**src/rtl/sts_pkg.sv**
```systemverilog
package sts_pkg;
  typedef enum logic [1:0] {
    CTL_IDLE = 2'b00,
    CTL_STAT = 2'b01,
    CTL_RX   = 2'b10,
    CTL_GNT  = 2'b11
  } ctl_e;

  localparam int NFLAG = 4;
  localparam int FLAG_BEATS = NFLAG / 2;
endpackage

```
**src/rtl/sts_req_fifo.sv**
```systemverilog
module sts_req_fifo #(
  parameter int AW    = 4,
  parameter int DW    = 8,
  parameter int DEPTH = 4
) (
  input  logic          clk,
  input  logic          rst,
  input  logic          push,
  input  logic [AW-1:0] push_addr,
  input  logic [DW-1:0] push_data,
  input  logic          pop,
  output logic          head_valid,
  output logic [AW-1:0] head_addr,
  output logic [DW-1:0] head_data
);
  localparam int PW = (DEPTH > 1) ? $clog2(DEPTH) : 1;
  localparam int CW = $clog2(DEPTH + 1);
  localparam int EW = AW + DW;

  logic [EW-1:0] mem [DEPTH];
  logic [PW-1:0] wp, rp;
  logic [CW-1:0] cnt;
  logic          accept, take;

  assign accept = push && (cnt < CW'(DEPTH));
  assign take   = pop && (cnt != '0);

  function automatic logic [PW-1:0] nxt(input logic [PW-1:0] p);
    return (p == PW'(DEPTH - 1)) ? '0 : p + 1'b1;
  endfunction

  always_ff @(posedge clk) begin
    if (accept) mem[wp] <= {push_addr, push_data};
  end

  always_ff @(posedge clk) begin
    if (rst) begin
      wp  <= '0;
      rp  <= '0;
      cnt <= '0;
    end else begin
      if (accept) wp <= nxt(wp);
      if (take)   rp <= nxt(rp);
      case ({accept, take})
        2'b10:   cnt <= cnt + 1'b1;
        2'b01:   cnt <= cnt - 1'b1;
        default: cnt <= cnt;
      endcase
    end
  end

  assign head_valid = (cnt != '0);
  assign head_addr  = mem[rp][EW-1:DW];
  assign head_data  = mem[rp][DW-1:0];

  // occupancy never passes the configured depth
  p_no_overflow_r12: assert property (@(posedge clk) disable iff (rst)
    cnt <= CW'(DEPTH));
  // a push into a full queue with no pop leaves it unchanged
  p_full_drop_r12: assert property (@(posedge clk) disable iff (rst)
    (push && !pop && cnt == CW'(DEPTH)) |=> (cnt == CW'(DEPTH)));
  // retirement only ever targets a stored request
  p_pop_nonempty_r7: assert property (@(posedge clk) disable iff (rst)
    pop |-> head_valid);
endmodule

```
**src/rtl/sts_flag_track.sv**
```systemverilog
module sts_flag_track
  import sts_pkg::*;
(
  input  logic             clk,
  input  logic             rst,
  input  logic [NFLAG-1:0] evt,
  input  logic [NFLAG-1:0] clr,
  output logic [NFLAG-1:0] pend
);
  always_ff @(posedge clk) begin
    if (rst) pend <= '0;
    else     pend <= (pend & ~clr) | evt;
  end

  // a flag sent with no fresh event is gone next cycle
  p_sent_cleared_r6: assert property (@(posedge clk) disable iff (rst)
    ((clr & ~evt) != '0) |=> ((pend & $past(clr & ~evt)) == '0));
  // a fresh event is always recorded
  p_evt_kept_r6: assert property (@(posedge clk) disable iff (rst)
    (evt != '0) |=> ((pend & $past(evt)) == $past(evt)));
endmodule

```
**src/rtl/sts_reg_src.sv**
```systemverilog
module sts_reg_src #(
  parameter int          AW         = 4,
  parameter int          DW         = 8,
  parameter int          REQ_DEPTH  = 4,
  parameter logic [AW-1:0] PHYID_ADDR = '0
) (
  input  logic          clk,
  input  logic          rst,
  input  logic          req_valid,
  input  logic [AW-1:0] req_addr,
  input  logic [DW-1:0] req_data,
  input  logic          selfid_done,
  input  logic [DW-1:0] physid_val,
  input  logic          retire_sid,
  input  logic          retire_q,
  output logic          has_reg,
  output logic          is_sid,
  output logic [AW-1:0] reg_addr,
  output logic [DW-1:0] reg_data
);
  logic          sid_pend;
  logic [DW-1:0] sid_data;
  logic          q_valid;
  logic [AW-1:0] q_addr;
  logic [DW-1:0] q_data;

  sts_req_fifo #(.AW(AW), .DW(DW), .DEPTH(REQ_DEPTH)) u_fifo (
    .clk       (clk),
    .rst       (rst),
    .push      (req_valid),
    .push_addr (req_addr),
    .push_data (req_data),
    .pop       (retire_q),
    .head_valid(q_valid),
    .head_addr (q_addr),
    .head_data (q_data)
  );

  always_ff @(posedge clk) begin
    if (rst) begin
      sid_pend <= 1'b0;
      sid_data <= '0;
    end else begin
      sid_pend <= selfid_done | (sid_pend & ~retire_sid);
      if (selfid_done) sid_data <= physid_val;
    end
  end

  assign has_reg  = sid_pend | q_valid;
  assign is_sid   = sid_pend;
  assign reg_addr = sid_pend ? PHYID_ADDR : q_addr;
  assign reg_data = sid_pend ? sid_data : q_data;

  // the self-ID report is retired only while it is pending
  p_sid_retire_r11: assert property (@(posedge clk) disable iff (rst)
    retire_sid |-> sid_pend);
  // a self-ID pulse always leaves a report pending
  p_sid_armed_r11: assert property (@(posedge clk) disable iff (rst)
    selfid_done |=> sid_pend);
endmodule

```
**src/rtl/sts_tx_seq.sv**
```systemverilog
module sts_tx_seq
  import sts_pkg::*;
#(
  parameter int AW = 4,
  parameter int DW = 8
) (
  input  logic             clk,
  input  logic             rst,
  input  logic             pkt_rx,
  input  logic             grant_req,
  input  logic [NFLAG-1:0] pend,
  input  logic             has_reg,
  input  logic             is_sid,
  input  logic [AW-1:0]    reg_addr,
  input  logic [DW-1:0]    reg_data,
  output logic [NFLAG-1:0] clr,
  output logic             retire_sid,
  output logic             retire_q,
  output logic [1:0]       ctl,
  output logic [1:0]       d
);
  localparam int WW         = NFLAG + AW + DW;
  localparam int LONG_BEATS = WW / 2;
  localparam int BW         = $clog2(LONG_BEATS + 1);

  ctl_e          ctl_q, ctl_n;
  logic [1:0]    d_q, d_n;
  logic          act_q, act_n;
  logic          long_q, long_n;
  logic          sid_q, sid_n;
  logic [BW-1:0] nb_q, nb_n;
  logic [WW-1:0] word_q, word_n;
  logic [BW-1:0] blen;
  logic [NFLAG-1:0] bmask;

  assign blen  = long_q ? BW'(LONG_BEATS) : BW'(FLAG_BEATS);
  assign bmask = NFLAG'(2'b11) << (2 * nb_q);

  always_comb begin
    ctl_n      = CTL_IDLE;
    d_n        = 2'b00;
    act_n      = act_q;
    long_n     = long_q;
    sid_n      = sid_q;
    nb_n       = nb_q;
    word_n     = word_q;
    clr        = '0;
    retire_sid = 1'b0;
    retire_q   = 1'b0;
    if (pkt_rx) begin
      ctl_n = CTL_RX;
      act_n = 1'b0;
    end else if (act_q && nb_q < blen) begin
      ctl_n = CTL_STAT;
      d_n   = word_q[2*int'(nb_q) +: 2];
      nb_n  = nb_q + 1'b1;
      clr   = word_q[NFLAG-1:0] & bmask;
      if (long_q && nb_q == BW'(LONG_BEATS - 1)) begin
        retire_sid = sid_q;
        retire_q   = ~sid_q;
      end
    end else if (act_q) begin
      ctl_n = grant_req ? CTL_GNT : CTL_IDLE;
      act_n = 1'b0;
    end else if (ctl_q == CTL_IDLE && (pend != '0 || has_reg)) begin
      word_n = has_reg ? {reg_data, reg_addr, pend} : {{(AW+DW){1'b0}}, pend};
      long_n = has_reg;
      sid_n  = is_sid;
      ctl_n  = CTL_STAT;
      d_n    = pend[1:0];
      clr    = pend & NFLAG'(2'b11);
      nb_n   = BW'(1);
      act_n  = 1'b1;
    end
  end

  always_ff @(posedge clk) begin
    if (rst) begin
      ctl_q  <= CTL_IDLE;
      d_q    <= 2'b00;
      act_q  <= 1'b0;
      long_q <= 1'b0;
      sid_q  <= 1'b0;
      nb_q   <= '0;
      word_q <= '0;
    end else begin
      ctl_q  <= ctl_n;
      d_q    <= d_n;
      act_q  <= act_n;
      long_q <= long_n;
      sid_q  <= sid_n;
      nb_q   <= nb_n;
      word_q <= word_n;
    end
  end

  assign ctl = ctl_q;
  assign d   = d_q;

  // a packet always takes the bus on the next cycle
  p_rx_wins_r5: assert property (@(posedge clk) disable iff (rst)
    pkt_rx |=> (ctl_q == CTL_RX));
  // no status beat directly after receive or grant
  p_gap_r9: assert property (@(posedge clk) disable iff (rst)
    (ctl_q == CTL_RX || ctl_q == CTL_GNT) |=> (ctl_q != CTL_STAT));
  // a grant lasts a single cycle and is followed by idle unless a packet comes
  p_grant_once_r10: assert property (@(posedge clk) disable iff (rst)
    (ctl_q == CTL_GNT && !pkt_rx) |=> (ctl_q == CTL_IDLE));
  // the beat counter never runs past the transfer length
  p_len_r4: assert property (@(posedge clk) disable iff (rst)
    act_q |-> (nb_q <= blen));
  // retirement happens only while driving a status beat
  p_retire_on_beat_r7: assert property (@(posedge clk) disable iff (rst)
    (retire_sid || retire_q) |=> (ctl_q == CTL_STAT));
endmodule

```
**src/rtl/sts_sender.sv**
```systemverilog
module sts_sender
  import sts_pkg::*;
#(
  parameter int            AW         = 4,
  parameter int            DW         = 8,
  parameter int            REQ_DEPTH  = 4,
  parameter logic [AW-1:0] PHYID_ADDR = '0
) (
  input  logic          clk,
  input  logic          rst,
  input  logic [3:0]    flag_evt,
  input  logic          pkt_rx,
  input  logic          grant_req,
  input  logic          req_valid,
  input  logic [AW-1:0] req_addr,
  input  logic [DW-1:0] req_data,
  input  logic          selfid_done,
  input  logic [DW-1:0] physid_val,
  output logic [1:0]    ctl,
  output logic [1:0]    d
);
  logic [NFLAG-1:0] pend, clr;
  logic             has_reg, is_sid, retire_sid, retire_q;
  logic [AW-1:0]    reg_addr;
  logic [DW-1:0]    reg_data;

  sts_flag_track u_flags (
    .clk (clk),
    .rst (rst),
    .evt (flag_evt),
    .clr (clr),
    .pend(pend)
  );

  sts_reg_src #(
    .AW(AW), .DW(DW), .REQ_DEPTH(REQ_DEPTH), .PHYID_ADDR(PHYID_ADDR)
  ) u_src (
    .clk        (clk),
    .rst        (rst),
    .req_valid  (req_valid),
    .req_addr   (req_addr),
    .req_data   (req_data),
    .selfid_done(selfid_done),
    .physid_val (physid_val),
    .retire_sid (retire_sid),
    .retire_q   (retire_q),
    .has_reg    (has_reg),
    .is_sid     (is_sid),
    .reg_addr   (reg_addr),
    .reg_data   (reg_data)
  );

  sts_tx_seq #(.AW(AW), .DW(DW)) u_seq (
    .clk       (clk),
    .rst       (rst),
    .pkt_rx    (pkt_rx),
    .grant_req (grant_req),
    .pend      (pend),
    .has_reg   (has_reg),
    .is_sid    (is_sid),
    .reg_addr  (reg_addr),
    .reg_data  (reg_data),
    .clr       (clr),
    .retire_sid(retire_sid),
    .retire_q  (retire_q),
    .ctl       (ctl),
    .d         (d)
  );

  // the cycle after a reset edge shows idle
  p_reset_idle_r1: assert property (@(posedge clk)
    rst |=> (ctl == 2'b00 && d == 2'b00));
endmodule

```
**config.mk**
```make
export PLATFORM = sky130hd
export DESIGN_NAME = sts_sender
export DESIGN_NICKNAME = d
export VERILOG_FILES = /design/src/rtl/sts_pkg.sv /design/src/rtl/sts_req_fifo.sv /design/src/rtl/sts_flag_track.sv /design/src/rtl/sts_reg_src.sv /design/src/rtl/sts_tx_seq.sv /design/src/rtl/sts_sender.sv
export SDC_FILE = /design/constraint.sdc
export NUM_CORES = 1
export LEC_CHECK = 0
export BUFFER_PORTS_ARGS = -buffer_cell sky130_fd_sc_hd__buf_2
export CAP_MARGIN = 25
export CORE_UTILIZATION = 59
export DETAILED_ROUTE_END_ITERATION = 10
export MAX_ROUTING_LAYER = met4
export PLACE_DENSITY = 0.79
export SYNTH_ARGS = -nofsm -noshare
export SYNTH_HDL_FRONTEND = slang
export SYNTH_SLANG_ARGS = --single-unit
```
**constraint.sdc**
```tcl
create_clock -name clk -period 3.05 [get_ports clk]
set_input_delay 0.61 -clock clk [delete_from_list [all_inputs] [get_ports clk]]
set_output_delay 0.61 -clock clk [all_outputs]
set_load 0.02 [all_outputs]
```
==> impl_metrics.ini, run 1 <==
[synth]
synth-simple-area-share_pct = 11.8
yosys.area.top_type = sky130_fd_sc_hd__edfxtp_1
synth-adder-area-share_pct = 2.67
yosys_warnings = 0
post_synth_xor_area_fraction_pct = 0.217
synth.area.mux_share_pct = 13.4
ys_top_cells_by_area = sky130_fd_sc_hd__edfxtp_1, sky130_fd_sc_hd__dfxtp_1, sky130_fd_sc_hd__mux4_2
syn_inst = 310
yosysTopAreaCellShare_pct = 35.7
synth_compound_area_share_pct = 8.87
synthesis.area_sq_um = 4040
seq_area_frac_synth_pct = 60.0
post_synth.cell_area_avg_sq_um = 13.0
dominant_combinational_cell_family_by_area_after_synthesis = multiplexers
postSynthRegisterBits = 97
syn_nets = 348
post_synth_num_cell_types = 44

[timing]
finalMaxSlewViolations = 0
timing.max_slew.rel_slack_pct = 48.0
setup_repair_after_global_routing_missed_its_margin = no
setup_total_negative_slack_ps = 0
layout_min_cycle_time_ps = 2680
timing.final.hold_violations = 0
worst-slew-pin-transition_ps = 780
setup_viol_count_final = 0
layout_worst_path_cycle_share_pct = 87.8
max_freq_ghz = 0.374
finalClockSkew_ps = 6.54

[min_path]
hold_class = in2reg

[floorplan]
die_area_sq_um = 7170
std_cell_rows = 29
floorplan.initialDensity_pct = 62.5
die_h_um = 84.7
die_w_um = 84.7
coreArea_sq_um = 6460
pin_count = 34

[cts]
h-tree-depth = 3
clk_latency_ps = 360
cts_repair_resize_count = 0
clk_pin_slew_worst_paths_ps = 100
clock_tree.root_cell = sky130_fd_sc_hd__clkbuf_8
numCtsBuffers = 9
post_cts.repair.setup_buffers = 0
cts_max_path_buffers = 2
tritoncts = done
hold_fix_buffers_at_cts = 0
clock-sinks = 97

[global_route]
antenna_found_initial = 0
grt.overflow.total = 0
grt_first_pass_wirelength_um = 12400
grt_max_degree = 28
via_count_of_the_first_global_routing_pass = 2547
groute.usage.overall_pct = 23.4

[worst_setup_path]
cp.required_ps = 3310
cp_slowest_stage_delay_ps = 610
worstSetupEndpointType = register
crit_fanout = 12
critical_path.slowest_cell = sky130_fd_sc_hd__dfxtp_1
critPathKind = reg2reg
cp_cell_sequence = ha_1 > nand4b_4 > or3_1 > nor3_1 > fa_1 > nand2b_1 > nor2_1 > o211ai_1 > nand2_1
startpoint_type = register
timing.critical_path.arrival_ps = 2930

[layout]
count_of_nets_after_finishing = 378
antenna_cells_inserted = 0
mostFrequentLayoutCell = sky130_fd_sc_hd__dfxtp_1
commonest_cells_after_routing_fill_and_taps_aside = sky130_fd_sc_hd__dfxtp_1, sky130_fd_sc_hd__edfxtp_1, sky130_fd_sc_hd__buf_2
synthToLayoutAreaGrowth_pct = 10.5
final_layout_size_suffix_gt1_share_pct = 22.3

[routing]
route.detailed.wl_per_inst_um = 17.5
drt.antenna.violating_nets = 0
detail_route.vias_per_cell = 5.94
drt-total-wl_um = 7390
drt_first_pass_iters = 6
route.detailed.drc = 0
total_via_count_in_the_routed_design = 2508
drtIter0Drc = 207

[pwr]
peakVddDrop_uv = 433
post-layout-total-power_w = 0.00257
p_leak_nw = 1.62
cellPowerDensity_nw_per_um2 = 576

[placement]
portBuffers = 33
place_hpwl_um = 5110
place.gp.congestion = 0.811

[job]
max_cap_viol_count = 0

[outcome]
outcome = completed
path summary, 6_finish.rpt:
path / depth (start not counted) / slack, ps / endpoint / start
setup / recovery: 9 / 370 / u_src.u_fifo.cnt[1] / u_seq.nb_q[0]
hold / removal: 1 / 460 / u_src.u_fifo.mem[0][9] / req_addr[1]
setup reg to reg: 9 / 370 / u_src.u_fifo.cnt[1] / u_seq.nb_q[0]
hold reg to reg: 2 / 480 / u_seq.word_q[1] / u_seq.word_q[1]
stage by stage:
step / hold WS [ps] / util, % / instance area [sq um] / instances / setup WS (ps)
floorplan: 427 / - / 4040 / 310 / 600
global placement: 444 / 65.7 / 4240 / 406 / 501
detailed placement: 457 / 65.7 / 4240 / 406 / 389
CTS: 438 / 69.1 / 4460 / 422 / 363
global route: 443 / 69.1 / 4460 / 422 / 154
finish: 456 / 69.1 / 4460 / 422 / 373
layout make-up:
class	count	area (sq um)
clock inverter	7	96.3
inverter	8	30.0
multi-input combinational	186	1490
tap	77	96.3
clock buffer	9	124
fill	448	2000
sequential	97	2420
timing repair buffer	38	203
synthesized netlist by cell type:
library cell	instances
sky130_fd_sc_hd__nand3b_1	1
sky130_fd_sc_hd__o21ai_0	4
sky130_fd_sc_hd__or3_1	2
sky130_fd_sc_hd__buf_1	2
sky130_fd_sc_hd__o31ai_2	1
sky130_fd_sc_hd__o22ai_1	2
sky130_fd_sc_hd__nor2_1	19
sky130_fd_sc_hd__a32o_1	2
sky130_fd_sc_hd__nand4b_1	2
sky130_fd_sc_hd__a311oi_1	1
sky130_fd_sc_hd__o211ai_1	3
sky130_fd_sc_hd__a21oi_1	20
sky130_fd_sc_hd__edfxtp_1	48
sky130_fd_sc_hd__clkbuf_1	9
sky130_fd_sc_hd__a21oi_2	1
sky130_fd_sc_hd__buf_6	2
sky130_fd_sc_hd__fa_1	1
sky130_fd_sc_hd__nand4b_4	1
sky130_fd_sc_hd__nor3b_1	1
sky130_fd_sc_hd__nand4_1	1
sky130_fd_sc_hd__nor4_2	1
sky130_fd_sc_hd__nor3_1	11
sky130_fd_sc_hd__a21o_1	2
sky130_fd_sc_hd__dfxtp_1	49
sky130_fd_sc_hd__nand2_2	1
sky130_fd_sc_hd__nor4_1	1
sky130_fd_sc_hd__xor2_1	1
sky130_fd_sc_hd__nand2b_1	5
sky130_fd_sc_hd__inv_1	8
sky130_fd_sc_hd__o31ai_1	3
sky130_fd_sc_hd__or4_4	2
sky130_fd_sc_hd__and2_1	5
sky130_fd_sc_hd__buf_2	6
sky130_fd_sc_hd__o2bb2ai_1	8
sky130_fd_sc_hd__a211oi_1	2
sky130_fd_sc_hd__ha_1	7
sky130_fd_sc_hd__and3_1	1
sky130_fd_sc_hd__o41ai_1	2
sky130_fd_sc_hd__mux4_2	16
sky130_fd_sc_hd__a31oi_1	2
sky130_fd_sc_hd__nor2b_1	3
sky130_fd_sc_hd__nand2_1	22
sky130_fd_sc_hd__nand3_1	11
sky130_fd_sc_hd__mux2i_1	18
metal layers:
metal	up-vias	wire length, um	GRT usage [%]
li1	1224	-	-
met1	1218	3310	30.2
met2	56	3710	37.0
met3	10	279	4.62
met4	0	95	8.94
met5	-	0	-
where the power goes:
part           internal [W]  switching [W]  total (W)
clock              0.000404       0.000474   0.000878
combinational     0.0000953       0.000126   0.000222
sequential          0.00143      0.0000418    0.00147
logic make-up (layout without fill, tap and decap cells):
| logic type | after synthesis | after routing |
|---|---|---|
| and+or+nand+nor | 90 | 90 |
| AOI/OAI and AO/OA | 53 | 53 |
| DFF | 97 | 97 |
| buffers and inverters | 27 | 62 |
| xor gates and xnor gates | 1 | 1 |
| adders and majority gates | 8 | 8 |
| muxes | 34 | 34 |
critical path: cells and delay by family, from the launching register on:
kind / cells / cell delay [ps]
flip-flops: 1 / 610
AO/OA/AOI/OAI: 1 / 180
adder cells (fa/ha/maj): 2 / 750
AND/OR/NAND/NOR: 6 / 1040
flip-flops by register name (all words and copies together), names as in the netlist, named ones only:
signal            flops
u_src.u_fifo.mem     48
u_src.sid_data        8
u_seq.ctl             2
u_flags.pend          4
u_src.u_fifo.cnt      3
u_src.u_fifo.rp       2
u_seq.word_q         16
u_seq.long_q          1
u_seq.d               2
u_seq.sid_q           1
u_src.u_fifo.wp       2
u_seq.nb_q            4
u_src.is_sid          1
u_seq.act_q           1
(Power assumes the default switching activity.)
==> run 2: changes to the inputs <==
ABC_AREA = 1   (was unset)
CORE_ASPECT_RATIO = 2   (was unset)
==> run 2 against run 1 <==
Final cell count rose by 40%. Critical path depth increased by 3. Combinational power is 14% higher. Non-clock buffer count increased by 2. Global-route usage grew 4.0 points. Die area increased by 4.3%. Count of clock-buffer cells in the layout did not move. Sequential share of layout area is 3.3 points lower. Fmax up 9.5%. Design area increased by 6.4%. Largest cell class unchanged. Total power is 17% higher. Sequential power is essentially flat. Highest routed layer unchanged.
==> impl_metrics.ini, run 2 <==
[synth]
seq_area_frac_synth_pct = 57.7
dominantRegCellSynth = sky130_fd_sc_hd__dfxtp_1
post_synth_most_frequent_cells = sky130_fd_sc_hd__nand2_1, sky130_fd_sc_hd__nand3_1, sky130_fd_sc_hd__dfxtp_1
asyncSetResetFlopFracSynth_pct = 0
post_synth_num_cell_types = 32
syn_nets = 506
synthMostInstantiatedCell = sky130_fd_sc_hd__nand2_1
postSynthRegisterBits = 97
synth_edf_count = 48
syn_inst = 468
ys_top_cells_by_area = sky130_fd_sc_hd__edfxtp_1, sky130_fd_sc_hd__dfxtp_1, sky130_fd_sc_hd__nand2_1
yosys.area.top_type = sky130_fd_sc_hd__edfxtp_1
synthesis.area_sq_um = 4200
post_synth.cell_area_avg_sq_um = 8.97
yosysTopAreaCellShare_pct = 34.3
yosys_warnings = 0

[routing]
detail_route.vias_per_cell = 5.50
route.detailed.wl_per_inst_um = 14.5
drt.antenna.violating_nets = 0
drt_first_pass_iters = 5
route.detailed.drc = 0
drt-total-wl_um = 8600
total_via_count_in_the_routed_design = 3258
drtIter0Drc = 350

[layout]
area_taken_by_multi_input_logic_gates_sq_um = 1500
register_area_sq_um = 2420
synthToLayoutAreaGrowth_pct = 13.0
mostFrequentLayoutCell = sky130_fd_sc_hd__nand2_1
layout_top_registers = u_src.u_fifo.mem: 48 flops, u_seq.word_q: 16 flops, u_src.sid_data: 8 flops
count_of_nets_after_finishing = 535
final_layout_size_suffix_gt1_share_pct = 13.5
final_cell_area_sq_um = 4740
antenna_cells_inserted = 0
largest_register_ff_count = 48
final.fill_count = 579
max_flop_register = u_src.u_fifo.mem
commonest_cells_after_routing_fill_and_taps_aside = sky130_fd_sc_hd__nand2_1, sky130_fd_sc_hd__nand3_1, sky130_fd_sc_hd__dfxtp_1

[cts]
clock_tree.root_cell = sky130_fd_sc_hd__clkbuf_16
clock-sinks = 97
clk_latency_ps = 340
cts_max_path_buffers = 2
cts_repair_resize_count = 0
clk_pin_slew_worst_paths_ps = 70
numCtsBuffers = 9
tritoncts = done
post_cts.repair.setup_buffers = 0
h-tree-depth = 3
hold_fix_buffers_at_cts = 0

[worst_setup_path]
regToRegEndpoint = u_src.u_fifo.cnt[1]
startpoint_type = register
critPathKind = reg2reg
worst-r2r-setup-slack_ps = 600
crit_fanout = 11
timing.critical_path.arrival_ps = 2680
cp.required_ps = 3280
worstSetupEndpointType = register
startpoint = u_seq.long_q
timing.reg2reg.worst_path_depth = 12
regToRegStartpoint = u_seq.long_q

[timing]
setup_total_negative_slack_ps = 0
setup_viol_count_final = 0
finalMaxSlewViolations = 0
hold_ws_ps = 449
timing.max_slew.rel_slack_pct = 52.6
timing.final.hold_violations = 0
max_freq_ghz = 0.409
worst-slew-pin-transition_ps = 710
setup_repair_after_global_routing_missed_its_margin = no
finalClockSkew_ps = 6.04
layout_worst_path_cycle_share_pct = 80.2
layout_min_cycle_time_ps = 2450

[job]
max_cap_viol_count = 0

[min_path]
min_to = u_seq.word_q[4]
timing.hold.worst_path_depth = 2
hold_path.startpoint = u_seq.word_q[4]
hold_class = reg2reg

[pwr]
post-layout-total-power_w = 0.00300
peakVddDrop_uv = 550
p_leak_nw = 1.96
cellPowerDensity_nw_per_um2 = 632

[floorplan]
coreArea_sq_um = 6890
die_h_um = 121
pin_count = 34
floorplan.initialDensity_pct = 61.0
die_w_um = 61.7
die_area_sq_um = 7480
std_cell_rows = 43

[placement]
place_hpwl_um = 6020
portBuffers = 33
post_dp_cell_area_sq_um = 4400
place.gp.congestion = 1.00

[global_route]
grt.overflow.total = 0
grt_first_pass_wirelength_um = 14200
via_count_of_the_first_global_routing_pass = 3089
antenna_found_initial = 0
grt_max_degree = 25
groute.usage.overall_pct = 27.4

[outcome]
outcome = completed
[run 2: changes by cell type in the layout (fill, tap and decap cells not counted), sizes merged, moves of 10 or more]
cell / before / now
nor2: 19 / 41
mux4: 16 / 0
nand3: 11 / 52
inv: 11 / 42
nand2: 23 / 122
nor3: 11 / 1
mux2i: 18 / 0
a21oi: 21 / 32
o21ai: 4 / 33
[run 2: power breakdown]
group	internal, W	switching [W]	leakage, nW
Combinational	0.0000831	0.000171	0.943
Clock	0.000802	0.000472	0.170
Sequential	0.00144	0.0000324	0.843
Total	0.00232	0.000675	1.96
[run 2: cell type report]
class,count,share of cell area (%)
Tap cell,90,2.37
Clock inverter,7,2.48
Multi-Input combinational cell,308,31.5
Inverter,41,3.24
Timing Repair Buffer,40,4.59
Sequential cell,97,51.1
Clock buffer,9,4.75
[run 2: worst max-delay path, cell delays in order, from the launching register on]
cell and delay (ps):
sky130_fd_sc_hd__dfxtp_1 390, sky130_fd_sc_hd__inv_1 80, sky130_fd_sc_hd__ha_1 200, sky130_fd_sc_hd__nor2_1 110, sky130_fd_sc_hd__nand2_1 90, sky130_fd_sc_hd__nand2_1 70, sky130_fd_sc_hd__nand2_1 230, sky130_fd_sc_hd__nor2_2 290
sky130_fd_sc_hd__nand2_1 160, sky130_fd_sc_hd__inv_1 100, sky130_fd_sc_hd__fa_1 410, sky130_fd_sc_hd__a21oi_1 130, sky130_fd_sc_hd__nor2_1 70
[run 2: logic make-up (layout without fill, tap and decap cells)]
group,Yosys count,after routing,synth area share (%)
DFF,97,97,57.7
and+or+nand+nor,224,224,23.3
AOI/OAI and AO/OA,74,74,9.35
adders and majority gates,8,8,2.56
xor gates and xnor gates,2,2,0.417
buffers and inverters,63,97,6.73
[run 2: per-stage QoR]
stage,utilization [%],cells,setup slack (ps)
detailed placement,63.9,576,664
global placement,63.9,576,789
CTS,68.9,592,657
finish,68.9,592,604
global route,68.9,592,422
floorplan,-,468,1130
[run 2: worst max path at each step]
stage,to,cells past startpoint
2_1_floorplan,u_src.u_fifo.cnt[1],11
3_3_place_gp,u_src.u_fifo.cnt[1],11
3_5_place_dp,u_src.u_fifo.cnt[1],11
4_1_cts,u_src.u_fifo.cnt[1],11
5_1_grt,u_src.u_fifo.cnt[2],13
6_report,u_src.u_fifo.cnt[1],12
[run 2: metal layers]
metal | up-vias | part of all wire (%) | track usage, % | wire length (um)
met5 | - | 0 | - | 0
met4 | 0 | 3.2 | 16.8 | 274
met3 | 26 | 4.5 | 6.72 | 384
met2 | 116 | 55 | 43.1 | 4750
met1 | 1496 | 37 | 30.2 | 3180
li1 | 1620 | - | - | -
